**src/rtl/adc_seq_pkg.sv**
```systemverilog
// Package: shared mode and state encodings for the ADC scan sequencer.
// Assumes a control word whose low six bits are fixed and whose group field
// sits directly above them.
package adc_seq_pkg;

    typedef enum logic [1:0] {
        MODE_ONE_A = 2'b00,
        MODE_ONE_B = 2'b01,
        MODE_MULTI = 2'b10,
        MODE_SCAN  = 2'b11
    } seq_mode_e;

    typedef enum logic [1:0] {
        ST_IDLE = 2'b00,
        ST_REQ  = 2'b01,
        ST_WAIT = 2'b10
    } seq_state_e;

    localparam int BIT_RUN  = 0;
    localparam int BIT_FLAG = 1;
    localparam int BIT_IEN  = 2;
    localparam int BIT_DMA  = 3;
    localparam int BIT_MODE = 4;
    localparam int BIT_GRP  = 6;

endpackage

```
**src/rtl/adc_seq_ctrl.sv**
```systemverilog
// Module: control word of the sequencer. Holds the run bit, the completion
// flag, the interrupt enable, the DMA steer bit, the mode and the group limit.
// Assumes: a software write wins over the trigger, and the trigger wins over
// the hardware stop; a pass end sets the flag even if the same write clears it.
module adc_seq_ctrl
    import adc_seq_pkg::*;
#(
    parameter int CH_W = 2,
    localparam int CTRL_W = BIT_GRP + CH_W
) (
    input  logic              clk,
    input  logic              rst_n,
    input  logic              reg_wr,
    input  logic [CTRL_W-1:0] reg_wdata,
    input  logic              trig_in,
    input  logic              pass_end,
    input  logic              hw_stop,
    output logic              run,
    output logic              flag,
    output logic              ien,
    output logic              dma_sel,
    output seq_mode_e         mode,
    output logic [CH_W-1:0]   grp,
    output logic [CTRL_W-1:0] rdata
);

    // Run bit: software write, then external trigger, then hardware stop.
    always_ff @(posedge clk) begin
        if (!rst_n) begin
            run <= 1'b0;
        end else if (reg_wr) begin
            run <= reg_wdata[BIT_RUN];
        end else if (trig_in) begin
            run <= 1'b1;
        end else if (hw_stop) begin
            run <= 1'b0;
        end
    end

    // Completion flag: set by a pass end, cleared by writing 0.
    always_ff @(posedge clk) begin
        if (!rst_n) begin
            flag <= 1'b0;
        end else if (pass_end) begin
            flag <= 1'b1;
        end else if (reg_wr && !reg_wdata[BIT_FLAG]) begin
            flag <= 1'b0;
        end
    end

    // Plain configuration fields, loaded on every write.
    always_ff @(posedge clk) begin
        if (!rst_n) begin
            ien     <= 1'b0;
            dma_sel <= 1'b0;
            mode    <= MODE_ONE_A;
            grp     <= '0;
        end else if (reg_wr) begin
            ien     <= reg_wdata[BIT_IEN];
            dma_sel <= reg_wdata[BIT_DMA];
            mode    <= seq_mode_e'(reg_wdata[BIT_MODE +: 2]);
            grp     <= reg_wdata[BIT_GRP +: CH_W];
        end
    end

    // Read-back view of the control word.
    always_comb begin
        rdata = {grp, mode, dma_sel, ien, flag, run};
    end

    p_flag_set_r6: assert property (@(posedge clk) disable iff (!rst_n)
        pass_end |=> flag);

    p_scan_keeps_run_r9: assert property (@(posedge clk) disable iff (!rst_n)
        (pass_end && mode == MODE_SCAN && !reg_wr) |=> run);

    p_hw_stop_r10: assert property (@(posedge clk) disable iff (!rst_n)
        (hw_stop && !reg_wr && !trig_in) |=> !run);

endmodule

```
**src/rtl/adc_seq_fsm.sv**
```systemverilog
// Module: channel walker. Issues one request per channel, waits for the core,
// advances through the group and reports pass ends.
// Assumes: the core answers each request with exactly one done strobe; a done
// strobe seen while the run bit is low is dropped.
module adc_seq_fsm
    import adc_seq_pkg::*;
#(
    parameter int CH_W = 2
) (
    input  logic            clk,
    input  logic            rst_n,
    input  logic            run,
    input  seq_mode_e       mode,
    input  logic [CH_W-1:0] grp,
    input  logic            conv_done,
    output logic            conv_req,
    output logic [CH_W-1:0] conv_ch,
    output logic            res_we,
    output logic            pass_end,
    output logic            hw_stop
);

    seq_state_e      state;
    logic [CH_W-1:0] ch;
    logic            is_scan;
    logic            is_single;
    logic            at_last;
    logic            accept;

    // Decode of mode and position within the group.
    always_comb begin
        is_scan   = (mode == MODE_SCAN);
        is_single = (mode == MODE_ONE_A) || (mode == MODE_ONE_B);
        at_last   = (ch == grp);
        accept    = (state == ST_WAIT) && conv_done && run;
        res_we    = accept;
        pass_end  = accept && at_last;
        hw_stop   = pass_end && !is_scan;
        conv_req  = (state == ST_REQ);
        conv_ch   = ch;
    end

    // State and channel pointer.
    always_ff @(posedge clk) begin
        if (!rst_n) begin
            state <= ST_IDLE;
            ch    <= '0;
        end else begin
            unique case (state)
                ST_IDLE: begin
                    if (run) begin
                        state <= ST_REQ;
                        ch    <= is_single ? grp : '0;
                    end
                end
                ST_REQ: begin
                    state <= run ? ST_WAIT : ST_IDLE;
                end
                ST_WAIT: begin
                    if (!run) begin
                        state <= ST_IDLE;
                    end else if (conv_done) begin
                        if (!at_last) begin
                            state <= ST_REQ;
                            ch    <= ch + 1'b1;
                        end else if (is_scan) begin
                            state <= ST_REQ;
                            ch    <= '0;
                        end else begin
                            state <= ST_IDLE;
                        end
                    end
                end
                default: state <= ST_IDLE;
            endcase
        end
    end

    p_stop_no_req_r11: assert property (@(posedge clk) disable iff (!rst_n)
        !run |=> !conv_req);

    p_first_ch_r3: assert property (@(posedge clk) disable iff (!rst_n)
        (state == ST_IDLE && run && !is_single) |=> (conv_req && conv_ch == '0));

    p_step_r3: assert property (@(posedge clk) disable iff (!rst_n)
        (accept && !at_last) |=> (conv_req && conv_ch == CH_W'($past(ch) + 1'b1)));

    p_wrap_r9: assert property (@(posedge clk) disable iff (!rst_n)
        (pass_end && is_scan) |=> (conv_req && conv_ch == '0));

endmodule

```
**src/rtl/adc_seq_results.sv**
```systemverilog
// Module: one result register per channel, written by channel index, read
// through a select mux.
// Assumes: the write index is always below NUM_CH.
module adc_seq_results #(
    parameter int NUM_CH = 4,
    parameter int DATA_W = 10,
    localparam int CH_W = $clog2(NUM_CH)
) (
    input  logic              clk,
    input  logic              rst_n,
    input  logic              we,
    input  logic [CH_W-1:0]   wr_ch,
    input  logic [DATA_W-1:0] wr_data,
    input  logic [CH_W-1:0]   rd_sel,
    output logic [DATA_W-1:0] rd_data
);

    logic [DATA_W-1:0] res_q [NUM_CH];

    for (genvar gi = 0; gi < NUM_CH; gi++) begin : g_res
        // Capture a sample only for this channel's index.
        always_ff @(posedge clk) begin
            if (!rst_n) begin
                res_q[gi] <= '0;
            end else if (we && wr_ch == CH_W'(gi)) begin
                res_q[gi] <= wr_data;
            end
        end

        p_only_own_ch_r1: assert property (@(posedge clk) disable iff (!rst_n)
            !(we && wr_ch == CH_W'(gi)) |=> $stable(res_q[gi]));
    end

    // Read mux.
    always_comb begin
        rd_data = res_q[rd_sel];
    end

endmodule

```
**src/rtl/adc_scan_seq.sv**
```systemverilog
// Module: top of the ADC scan sequencer. Ties the control word, the channel
// walker and the result bank together and forms the completion outputs.
// Assumes: the converter core is outside and speaks a request/done handshake.
module adc_scan_seq
    import adc_seq_pkg::*;
#(
    parameter int NUM_CH = 4,
    parameter int DATA_W = 10,
    localparam int CH_W = $clog2(NUM_CH),
    localparam int CTRL_W = BIT_GRP + CH_W
) (
    input  logic              clk,
    input  logic              rst_n,
    input  logic              reg_wr,
    input  logic [CTRL_W-1:0] reg_wdata,
    output logic [CTRL_W-1:0] ctrl_rdata,
    input  logic              trig_in,
    input  logic [CH_W-1:0]   res_sel,
    output logic [DATA_W-1:0] res_rdata,
    output logic              conv_req,
    output logic [CH_W-1:0]   conv_ch,
    input  logic              conv_done,
    input  logic [DATA_W-1:0] conv_data,
    output logic              irq,
    output logic              dma_req
);

    logic            run;
    logic            flag;
    logic            ien;
    logic            dma_sel;
    seq_mode_e       mode;
    logic [CH_W-1:0] grp;
    logic            res_we;
    logic            pass_end;
    logic            hw_stop;

    adc_seq_ctrl #(.CH_W(CH_W)) u_ctrl (
        .clk      (clk),
        .rst_n    (rst_n),
        .reg_wr   (reg_wr),
        .reg_wdata(reg_wdata),
        .trig_in  (trig_in),
        .pass_end (pass_end),
        .hw_stop  (hw_stop),
        .run      (run),
        .flag     (flag),
        .ien      (ien),
        .dma_sel  (dma_sel),
        .mode     (mode),
        .grp      (grp),
        .rdata    (ctrl_rdata)
    );

    adc_seq_fsm #(.CH_W(CH_W)) u_fsm (
        .clk      (clk),
        .rst_n    (rst_n),
        .run      (run),
        .mode     (mode),
        .grp      (grp),
        .conv_done(conv_done),
        .conv_req (conv_req),
        .conv_ch  (conv_ch),
        .res_we   (res_we),
        .pass_end (pass_end),
        .hw_stop  (hw_stop)
    );

    adc_seq_results #(.NUM_CH(NUM_CH), .DATA_W(DATA_W)) u_res (
        .clk    (clk),
        .rst_n  (rst_n),
        .we     (res_we),
        .wr_ch  (conv_ch),
        .wr_data(conv_data),
        .rd_sel (res_sel),
        .rd_data(res_rdata)
    );

    // Interrupt level: flag gated by enable and steered away by DMA select.
    always_comb begin
        irq = flag && ien && !dma_sel;
    end

    // DMA pulse: one cycle per pass end when steered to DMA.
    always_ff @(posedge clk) begin
        if (!rst_n) begin
            dma_req <= 1'b0;
        end else begin
            dma_req <= pass_end && dma_sel;
        end
    end

    p_irq_after_end_r7: assert property (@(posedge clk) disable iff (!rst_n)
        (pass_end && ien && !dma_sel && !reg_wr) |=> irq);

    p_dma_one_cycle_r8: assert property (@(posedge clk) disable iff (!rst_n)
        dma_req |=> !dma_req);

endmodule

```
**config.mk**
```make
export PLATFORM = sky130hd
export DESIGN_NAME = adc_scan_seq
export DESIGN_NICKNAME = d
export VERILOG_FILES = /design/src/rtl/adc_seq_pkg.sv /design/src/rtl/adc_seq_ctrl.sv /design/src/rtl/adc_seq_fsm.sv /design/src/rtl/adc_seq_results.sv /design/src/rtl/adc_scan_seq.sv
export SDC_FILE = /design/constraint.sdc
export NUM_CORES = 1
export LEC_CHECK = 0
export ABC_AREA = 1
export BUFFER_PORTS_ARGS = -buffer_cell sky130_fd_sc_hd__buf_2
export CELL_PAD_IN_SITES_DETAIL_PLACEMENT = 1
export CELL_PAD_IN_SITES_GLOBAL_PLACEMENT = 1
export CORE_UTILIZATION = 43
export CTS_BUF_LIST = sky130_fd_sc_hd__clkbuf_4
export DETAILED_ROUTE_END_ITERATION = 8
export PLACE_DENSITY = 0.9
export SYNTH_ARGS = -nofsm -noshare
export SYNTH_HDL_FRONTEND = slang
export SYNTH_SLANG_ARGS = --single-unit
```
**constraint.sdc**
```tcl
create_clock -name clk -period 1.6 [get_ports clk]
set_input_delay 0.32 -clock clk [delete_from_list [all_inputs] [get_ports clk]]
set_output_delay 0.32 -clock clk [all_outputs]
set_load 0.01 [all_outputs]
```
[After elaboration in Yosys (flattened, before gate mapping)]
Memories as Yosys holds them, arrays and structs flattened.
Cells that the tools add are included.
Operators by class
  add/sub/neg operators: 1
  multipliers: 0
  div/mod/pow operators: 0
  magnitude comparators: 0
  equal/unequal tests: 13
  shift operators: 0
  mux-type cells: 36
  bitwise gates (word level): 4
  reductions and logical operators: 24
Operator list (count)
  10-bit two-way mux: 4
  2-bit two-way mux: 11
  1-bit two-way mux: 19
  1-bit logical AND: 12
  2-bit equality test (second input constant): 4
  2-bit by 1-bit equality test with 1-bit output (second input constant): 3
  2-bit logical NOT: 3
  2-bit inequality test (second input constant): 3
  2-bit case mux with 3 select lines: 1
  5-bit AND reduction: 1
  1-bit OR: 4
  2-bit case mux with 2 select lines: 1
  2-bit nonzero test: 2
  1-bit logical NOT: 3
  3-bit by 2-bit inequality test with 1-bit output (second input constant): 1
  3-bit inequality test (second input constant): 1
  3-bit nonzero test: 1
  2-bit by 1-bit adder with 2-bit output (second input constant): 1
  2-bit equality test: 1
  2-bit AND reduction: 1
  1-bit logical OR: 1
Storage, ports and cells
  bits in registers: 13
  latch bits: 0
  memory bits (writable): 40
  memory bits (read-only): 0
  logic and storage cells: 88
  memories kept: 1
Memory list
  u_res.res_q: words 4, width 10, read ports 1, clocked after Yosys merged registers in 0, wr ports 4, line adc_seq_results.sv:18  | logic [DATA_W-1:0] res_q [NUM_CH];

[Longest topological paths before layout]
Gate-level depths: netlist of run 1.
  word-level depth: 8
  gate-level depth with buffers: 9

[Modules after synthesis]
A second synthesis of run 1 with hierarchy kept.
Second synthesis, totals
  cell total of the unflattened synthesis: 334
  area, all modules: 2810.2 µm²
By module, submodules not included
  adc_seq_results: times used 1, cells an instance 226, area an instance 2062.0 µm²
  adc_seq_ctrl: times used 1, cells an instance 48, area an instance 359.1 µm²
  adc_seq_fsm: times used 1, cells an instance 54, area an instance 347.8 µm²
  adc_scan_seq: times used 1, cells an instance 6, area an instance 41.3 µm²

[Worst setup path after synthesis of run 1]
No wires, ideal clock.
  path kind: register -> register
  from: register u_ctrl.run
  to: memory u_res.res_q[0][0] (enable)
  library setup time: 0.340 ns
  data arrival time: 1.032 ns
  setup slack: 0.229 ns
  stages on the path, launching flop included: 7
  clock period less this slack: 1.371 ns
  path through: dfxtp_1 -> inv_1 -> nor2_2 -> nand3_1 -> clkinv_2 -> nand2_1 -> nand2_1
RTL lines
  from (decl): line adc_seq_ctrl.sv:18  | output logic run,
  from (signal assigned): line adc_seq_ctrl.sv:32  | run <= reg_wdata[BIT_RUN];
  to (decl): line adc_seq_results.sv:18

[Worst setup path after layout of run 1]
  from: memory u_res.res_q[2][7]
  to: output port res_rdata[7]
On the way
  cells in the longest elaborated chain, start to end: 1
Ends and longest elaborated chain
  memory 4 x 10 bit
  to (decl): line adc_scan_seq.sv:19  | output logic [DATA_W-1:0] res_rdata,
No other way between the ends.

==> flow_summary.yaml, run 1 <==
status:
  status: "finished clean"
worst_setup_path:
  setup.worst_path.class: "flip-flop to output pin"
  cp-start-kind: "flip-flop"
  critPathRequiredTime_ns: 1.28
  regToRegEndpoint: "u_res.res_q[1][6]"
  r2r_slack_ns: 0.20
  worstPathArrival_ns: 1.20
  path_max_fanout: 1
  cp-startpoint: "u_res.res_q[2][7]"
  rr_startpoint: "u_ctrl.run"
  reg2reg_depth: 7
  setup.worst_path.end_class: "output pin"
  crit_end: "res_rdata[7]"
routing:
  wl_um: 5980
  firstDrtPassIters: 4
  drc: 0
  viasPerCell: 5.19
  num_vias: 1956
  dr.first_iter.drc_count: 88
  wl_per_cell_um: 15.9
  drt.antenna.violating_nets: 0
clocking:
  hold_buffers: 0
  cts.reportedPaths.clkPinSlew_ns: 0.16
  clkSinkCount: 53
  cts_max_level: 2
  numCtsBuffers: 5
  clk_root_buffer_cell: "clkbuf_4"
  cts_max_path_buffers: 2
  cts_setup_buffers: 0
  clkLatencyLatePin_ns: 0.38
  cts_tree: "built"
synth:
  synth_seq_area_share: 0.602
  synthCells: 255
  synth_cell_types: 23
  ys_seq_elements: 53
  syn-num-nets: 284
  ys_warn_count: 0
  syn_avg_cell_area_um2: 9.52
  synth.cell_area_mm2: 0.00243
global_routing:
  use_met2: 0.404
  antenna_found_initial: 0
  grt_busiest_layer: "met2"
  grtUsageMet3: 0.0464
  grt_pass1_wl_um: 10000
  first_global_vias: 2091
  gr-total-overflow: 0
  grt_max_degree: 21
  grt_use_total: 0.220
  met1_usage: 0.246
finish:
  final_common_cell: "nor2_1"
  layout_common_cells: "nor2_1, buf_2, edfxtp_1"
  layout-drive-gt1-share: 0.241
  synthToLayoutAreaGrowth_pct: 18.7
  n_antenna_cell: 0
  instances_no_fill: 377
  fin_nets: 335
  fillers: 643
place:
  place_hpwl_um: 4480
  gp_routability_congestion: 0.842
  dp.cells: 369
  port_buffers: 47
floorplan:
  die_y_um: 77.2
  core_area_mm2: 0.00527
  fp.dieW_um: 77.2
  io_pins: 48
  start_util: 0.461
  dieArea_mm2: 0.00595
  fp-row-count: 26
timing:
  timing.final.crit_period_ns: 1.52
  period_share: 0.950
  tns_ns: 0
  max_freq_mhz: 658
  tightest_slew_ns: 0.328
  setup_violations: 0
  fin_worst_skew_ns: 0.00890
  rsz0062_at_grt: "false"
  final_max_slew_viol_count: 0
  hold_viol_final: 0
  slew_headroom: 0.781
power:
  power.density_mw_per_mm2: 878
  ir_drop_uv: 427
  power_leakage_nw: 1.27
run:
  maxCapViolations: 0
min_path:
  min_path_cells: 3
  hold_path.class: "primary input to flip-flop"
[state kept, by name, summed over array words and instances (netlist names), 2 cells and up]
name	count
u_fsm.conv_ch	2
u_ctrl.mode	2
u_fsm.state	2
u_res.res_q	40
u_ctrl.grp	2
[critical path, cell delays in order (launching register included)]
cell	delay (ns)
edfxtp_1	0.39
o21ai_0	0.17
o22ai_1	0.11
buf_2	0.15
[area by class of cell]
class	count	area [um2]	area share
well taps	70	87.6	0.0304
repair buffers	56	365	0.127
flip-flops and latches	53	1460	0.507
inverters	27	103	0.0356
clock inverters	3	26.3	0.00911
clock buffers	5	37.5	0.0130
multi-input cells	163	802	0.278
[how the worst min path moves through the flow]
stage                               from        endpoint  slack (ns)
final                       reg_wdata[2]      u_ctrl.ien        0.16
after global routing        reg_wdata[4]  u_ctrl.mode[0]        0.16
after CTS                   reg_wdata[2]      u_ctrl.ien        0.15
after detailed placement  u_ctrl.dma_sel         dma_req        0.48
after global placement        u_ctrl.run      u_ctrl.run        0.47
after floorplan           u_ctrl.dma_sel         dma_req        0.45
[synthesized netlist by cell type]
cell      count  share of area
nor2_1       73           0.11
edfxtp_1     40           0.49
o21ai_0      28          0.058
nand2_1      26          0.040
inv_1        25          0.039
dfxtp_1      13           0.11
o22ai_1      10          0.026
a21oi_1       6          0.012
buf_4         5          0.015
clkbuf_1      5         0.0077
nand3_1       5          0.010
ha_1          4          0.021
nand3_4       4          0.029
buf_2         2         0.0041
a211oi_1      1         0.0031
clkinv_2      1         0.0021
inv_2         1         0.0015
nand2_2       1         0.0026
nand2_4       1         0.0046
nand4_1       1         0.0026
nor2_2        1         0.0026
nor3_1        1         0.0021
or2_1         1         0.0026
[cells by family (layout without fill, tap and decap cells)]
| family | count (synthesis) | after routing | share of synthesized area |
|---|---|---|---|
| adders and majority gates | 4 | 4 | 0.0206 |
| buffers and inverters | 39 | 91 | 0.0696 |
| and+or+nand+nor | 114 | 114 | 0.209 |
| DFF | 53 | 53 | 0.602 |
| AOI/OAI and AO/OA | 45 | 45 | 0.0989 |
[report_power, final]
group          switching, mW  internal, mW  leakage (nW)
Combinational          0.207         0.133         0.718
Sequential            0.0285          1.53         0.520
Clock                  0.454         0.182        0.0293
[stage by stage]
stage | hold WS, ns | area, um2 | utilization | worst slack, ns | power (mW)
final | 0.158 | 2880 | 0.547 | 0.0807 | 2.53
after global routing | 0.161 | 2880 | 0.547 | 0.00134 | 2.65
after CTS | 0.147 | 2880 | 0.546 | 0.00363 | 2.55
after detailed placement | 0.485 | 2820 | 0.534 | 0.150 | 1.92
after global placement | 0.472 | 2820 | 0.534 | 0.207 | 1.90
after floorplan | 0.450 | 2430 | - | 0.229 | 1.77
[per-layer routing]
metal	part of all wire	vias to the layer above
met3	0.039	13
met5	0	-
li1	-	942
met1	0.40	950
met2	0.54	51
met4	0.020	0
[repair_timing]
item                       CTS  global route
gates resized for setup      1            10
setup endpoints to repair    1             8
cloned                       0             0
pin swaps                    0             1
No activity file was read; power rests on OpenSTA's default activity.
==> run 2: changes to the inputs <==
--- a/config.mk
+++ b/config.mk
@@ -12,7 +12,9 @@
 export CORE_UTILIZATION = 43
 export CTS_BUF_LIST = sky130_fd_sc_hd__clkbuf_4
 export DETAILED_ROUTE_END_ITERATION = 8
+export HOLD_SLACK_MARGIN = 0.02
 export PLACE_DENSITY = 0.9
+export REMOVE_ABC_BUFFERS = 1
 export SYNTH_ARGS = -nofsm -noshare
 export SYNTH_HDL_FRONTEND = slang
 export SYNTH_SLANG_ARGS = --single-unit
==> run 2 against run 1 <==
Compared with the run above:
- via count decreased by 0.72%
- largest power group unchanged
- clock-buffer cell count is 1 higher
- critical path type unchanged
- critical path depth stayed put
- clock power is 4.2% lower
- final area shrank 0.13%
- first-iteration DRC count rose by 31%
- cell count did not move
- utilization decreased by 0.071 points
- critical endpoint is now res_rdata[2]
- register-to-register slack worse by 0.06 ns
- maximum frequency down 1.8%
==> flow_summary.yaml, run 2 (same netlist as run 1, synthesis figures left out) <==
clocking:
  cts_max_path_buffers: 2
  clk_root_buffer_cell: "clkbuf_4"
  clkSinkCount: 53
  cts_tree: "built"
  cts.reportedPaths.clkPinSlew_ns: 0.14
  clkLatencyLatePin_ns: 0.38
  numCtsBuffers: 5
  cts_max_level: 2
floorplan:
  start_util: 0.461
  fp.dieW_um: 77.2
  dieArea_mm2: 0.00595
  io_pins: 48
  die_y_um: 77.2
  fp-row-count: 26
  core_area_mm2: 0.00527
finish:
  layout-drive-gt1-share: 0.241
  fin_nets: 335
  max_flop_register: "u_res.res_q"
  multi_input_comb_area_um2: 802
  largest_reg_flops: 40
  instances_no_fill: 377
  seqCellArea_mm2: 0.00146
  fillers: 637
  synthToLayoutAreaGrowth_pct: 18.5
  n_antenna_cell: 0
  final_common_cell: "nor2_1"
  layout_common_cells: "nor2_1, buf_2, edfxtp_1"
routing:
  viasPerCell: 5.15
  wl_met3_um: 298
  firstDrtPassIters: 4
  met2WireLength_um: 3060
  dr.first_iter.drc_count: 115
  num_vias: 1942
  met1_length_um: 2630
  drt.antenna.violating_nets: 0
  wl_per_cell_um: 16.0
  routed.top_layer: "met4"
  drc: 0
  wl_um: 6050
timing:
  hold_viol_final: 0
  setup_violations: 0
  rsz0062_at_grt: "false"
  period_share: 0.967
  max_freq_mhz: 647
  slew_headroom: 0.753
  tns_ns: 0
  timing.final.crit_period_ns: 1.55
  fin_worst_skew_ns: 0.0216
  final_max_slew_viol_count: 0
  tightest_slew_ns: 0.371
power:
  power.density_mw_per_mm2: 869
  swShare: 0.262
  ir_drop_uv: 446
  clockPowerShare: 0.243
  power_leakage_nw: 1.27
  p_switching_mw: 0.655
  power_frac_seq: 0.622
  power_frac_comb: 0.135
  p_int_mw: 1.85
worst_setup_path:
  cp-start-kind: "flip-flop"
  critPathRequiredTime_ns: 1.28
  reg2reg_depth: 7
  regToRegEndpoint: "u_res.res_q[0][5]"
  cp-startpoint: "u_res.res_q[1][2]"
  setup.worst_path.end_class: "output pin"
  rr_startpoint: "u_ctrl.run"
  r2r_slack_ns: 0.14
  path_max_fanout: 1
  cpPeakStageDelay_ns: 0.45
  worstPathArrival_ns: 1.23
  setup.worst_path.class: "flip-flop to output pin"
  worst_path_max_delay_cell: "edfxtp_1"
  crit_chain: "o21ai_1 -> o22ai_1 -> buf_2"
min_path:
  hold_path_end: "u_ctrl.ien"
  hold_path.class: "primary input to flip-flop"
  min_path_cells: 3
  worstHoldStart: "reg_wdata[2]"
place:
  port_buffers: 47
  place_hpwl_um: 4430
  dp.cells: 369
  gp_routability_congestion: 0.818
global_routing:
  antenna_found_initial: 0
  first_global_vias: 2002
  gr-total-overflow: 0
  grt_use_total: 0.216
  grt_max_degree: 21
  grt_pass1_wl_um: 9790
status:
  status: "finished clean"
run:
  maxCapViolations: 0
[run 2: worst max path at each step]
stage,endpoint
3_3_place_gp,res_rdata[0]
4_1_cts,res_rdata[0]
3_5_place_dp,res_rdata[2]
6_report,res_rdata[2]
5_1_grt,res_rdata[2]
2_1_floorplan,u_res.res_q[0][0]
[run 2: final cells by class]
type / count / share of cell area
inverters: 27 / 0.0356
clock buffers: 6 / 0.0156
clock inverters: 2 / 0.00522
well taps: 70 / 0.0304
repair buffers: 56 / 0.127
flip-flops and latches: 53 / 0.508
multi-input cells: 163 / 0.279
[run 2: per-stage QoR]
step | hold slack (ns) | worst slack (ns) | instance area (um2) | power [mW] | util
floorplan | 0.440 | 0.159 | 2360 | 1.74 | -
global placement | 0.465 | 0.191 | 2820 | 1.90 | 0.534
detailed placement | 0.477 | 0.115 | 2820 | 1.92 | 0.534
CTS | 0.172 | 0.0241 | 2880 | 2.51 | 0.546
global route | 0.184 | 0.000752 | 2880 | 2.59 | 0.546
finish | 0.181 | 0.0533 | 2880 | 2.50 | 0.546
[run 2: per-layer routing]
metal,GRT usage,up-vias
li1,-,944
met1,0.263,940
met2,0.387,52
met3,0.0452,6
met4,0.0509,0
met5,0,-
[run 2: worst max-delay path: cells and delay by family, from the launching register on]
kind / cells / cell delay (ns)
AO/OA/AOI/OAI: 2 / 0.27
buffers and inverters: 1 / 0.15
flip-flops: 1 / 0.45
[run 2: what timing repair did]
item,in CTS,in global routing
endpoints found under the setup margin,1,5
gates resized for setup,1,6
hold buffers,0,0
buffers inserted,0,0
pin swaps,0,1
[run 2: power by group through the flow]
stage	registers, mW	clock network (mW)	logic (mW)
2_1_floorplan	1.58	0	0.160
3_5_place_dp	1.59	0	0.337
6_report	1.56	0.609	0.337
5_1_grt	1.56	0.656	0.375
3_3_place_gp	1.58	0	0.319
4_1_cts	1.55	0.620	0.338
==> run 3: changes to the inputs <==
--- a/config.mk
+++ b/config.mk
@@ -6,15 +6,18 @@
 export NUM_CORES = 1
 export LEC_CHECK = 0
 export ABC_AREA = 1
+export ABC_CLOCK_PERIOD_IN_PS = 1600
 export BUFFER_PORTS_ARGS = -buffer_cell sky130_fd_sc_hd__buf_2
 export CELL_PAD_IN_SITES_DETAIL_PLACEMENT = 1
 export CELL_PAD_IN_SITES_GLOBAL_PLACEMENT = 1
+export CORE_ASPECT_RATIO = 0.8
 export CORE_UTILIZATION = 43
 export CTS_BUF_LIST = sky130_fd_sc_hd__clkbuf_4
 export DETAILED_ROUTE_END_ITERATION = 8
 export HOLD_SLACK_MARGIN = 0.02
 export PLACE_DENSITY = 0.9
 export REMOVE_ABC_BUFFERS = 1
+export SETUP_SLACK_MARGIN = 0.15
 export SYNTH_ARGS = -nofsm -noshare
 export SYNTH_HDL_FRONTEND = slang
 export SYNTH_SLANG_ARGS = --single-unit
==> run 3 against run 2 <==
Compared with the run above:
- the run now ends with DRC left
- maximum frequency rose by 2.6%
- sequential cell count unchanged
- worst hold slack better by 0.0089 ns
- register-to-register slack better by 0.03 ns
==> flow_summary.yaml, run 3 (same netlist as run 1, synthesis figures left out) <==
power:
  power.density_mw_per_mm2: 832
  power_frac_seq: 0.618
  p_switching_mw: 0.662
  power_frac_comb: 0.149
  p_int_mw: 1.86
  ir_drop_uv: 420
  swShare: 0.262
  clockPowerShare: 0.233
  power_leakage_nw: 1.31
finish:
  synthToLayoutAreaGrowth_pct: 24.9
  layout-drive-gt1-share: 0.341
  fin_nets: 339
  final_common_cell: "nor2_1"
  max_flop_register: "u_res.res_q"
  n_antenna_cell: 0
  layout_common_cells: "nor2_1, buf_2, edfxtp_1"
  largest_reg_flops: 40
min_path:
  hold_path.class: "primary input to flip-flop"
global_routing:
  grt_pass1_wl_um: 10700
  grtUsageMet3: 0.0381
  gr-total-overflow: 0
  antenna_found_initial: 0
  grt_busiest_layer: "met2"
  first_global_vias: 2113
  met1_usage: 0.309
  use_met2: 0.416
  grt_max_degree: 21
  grt_use_total: 0.238
routing:
  firstDrtPassIters: 6
  wl_per_cell_um: 17.4
  num_vias: 1979
  drc: 2
  viasPerCell: 5.09
  dr.first_iter.drc_count: 164
  drt.antenna.violating_nets: 0
  wl_um: 6750
worst_setup_path:
  crit_chain: "o21ai_2 -> o22ai_2 -> buf_2"
  cp-start-kind: "flip-flop"
  worst_path_max_delay_cell: "edfxtp_1"
  setup.worst_path.end_class: "output pin"
  path_max_fanout: 1
  cpPeakStageDelay_ns: 0.44
  worstPathArrival_ns: 1.19
  critPathRequiredTime_ns: 1.28
  setup.worst_path.class: "flip-flop to output pin"
floorplan:
  core_area_mm2: 0.00544
  fp-row-count: 24
  io_pins: 48
  die_y_um: 69.2
  start_util: 0.447
  fp.dieW_um: 86.0
  dieArea_mm2: 0.00595
clocking:
  cts.reportedPaths.clkPinSlew_ns: 0.15
  cts_tree: "built"
  clkSinkCount: 53
  hold_buffers: 0
  clkLatencyLatePin_ns: 0.35
  clk_root_buffer_cell: "clkbuf_4"
  cts_max_path_buffers: 2
  numCtsBuffers: 5
  cts_max_level: 2
timing:
  fin_worst_skew_ns: 0.0146
  setup_violations: 0
  hold_viol_final: 0
  final_max_slew_viol_count: 0
  period_share: 0.942
  slew_headroom: 0.761
  tightest_slew_ns: 0.359
  tns_ns: 0
  max_freq_mhz: 663
  rsz0062_at_grt: "true"
  timing.final.crit_period_ns: 1.51
  whs_ns: 0.190
status:
  violations: "DRC"
  status: "complete, but fails checks"
place:
  gp_routability_congestion: 0.820
  port_buffers: 47
  place_hpwl_um: 4850
run:
  maxCapViolations: 0
==> run 3: changes by cell type in the layout (fill, tap and decap cells not counted), moves of 2 or more <==
cell / change
o21ai_2: +5
nand2_1: -4
nand2_4: +2
o21ai_1: +9
o21ai_0: -14
nand2_2: +2
dfxtp_1: -3
inv_1: -2
dfxtp_2: +3
nor2_2: +13
nor2_1: -13
buf_4: +2
==> run 3: timing repair <==
item	in CTS	in global routing
resized for setup	23	32
cloned	0	1
endpoints found under the setup margin	50	53
pin swaps	4	8
setup buffers	2	2
==> run 3: cell type report <==
class                           instances  area, um2
Timing Repair Buffer                   60        419
Multi-Input combinational cell        163        885
Fill cell                             609       2400
Sequential cell                        53       1470
Clock inverter                          2       11.3
Inverter                               27        110
Tap cell                               78       97.6
Clock buffer                            6       45.0
==> run 3: worst max-delay path, delay by kind of cell, from the launching register on <==
kind                   cells  cell delay, ns
AOI/OAI and AO/OA          2            0.26
buffers and inverters      1            0.14
DFF                        1            0.44
==> run 3: worst paths after layout <==
kind,to,cells past startpoint,slack [ns],from
min reg2reg,dma_req,2,0.51,u_ctrl.dma_sel
max reg2reg,u_res.res_q[1][7],7,0.17,u_ctrl.run
min,u_ctrl.mode[0],3,0.19,reg_wdata[4]
max,res_rdata[4],3,0.09,u_res.res_q[2][4]
==> run 3: layer usage <==
metal	vias up	wire, um
li1	952	-
met1	989	2950
met2	32	3610
met3	6	123
met4	0	74
met5	-	0
==> run 3: power groups by stage <==
stage	Sequential [mW]	Combinational (mW)	Clock [mW]
floorplan	1.58	0.160	0
global placement	1.58	0.320	0
detailed placement	1.59	0.342	0
CTS	1.56	0.351	0.602
global route	1.57	0.412	0.659
finish	1.56	0.376	0.587
==> run 3: per-stage QoR <==
| step | std cells | utilization | cell area [um2] | setup slack [ns] | power [mW] |
|---|---|---|---|---|---|
| after floorplan | 243 | - | 2360 | 0.159 | 1.74 |
| after global placement | 376 | 0.518 | 2820 | 0.162 | 1.90 |
| final | 389 | 0.558 | 3030 | 0.0922 | 2.52 |
| after CTS | 386 | 0.536 | 2910 | 0.0677 | 2.51 |
| after detailed placement | 376 | 0.518 | 2820 | 0.0544 | 1.93 |
| after global routing | 389 | 0.558 | 3030 | 0.0161 | 2.64 |
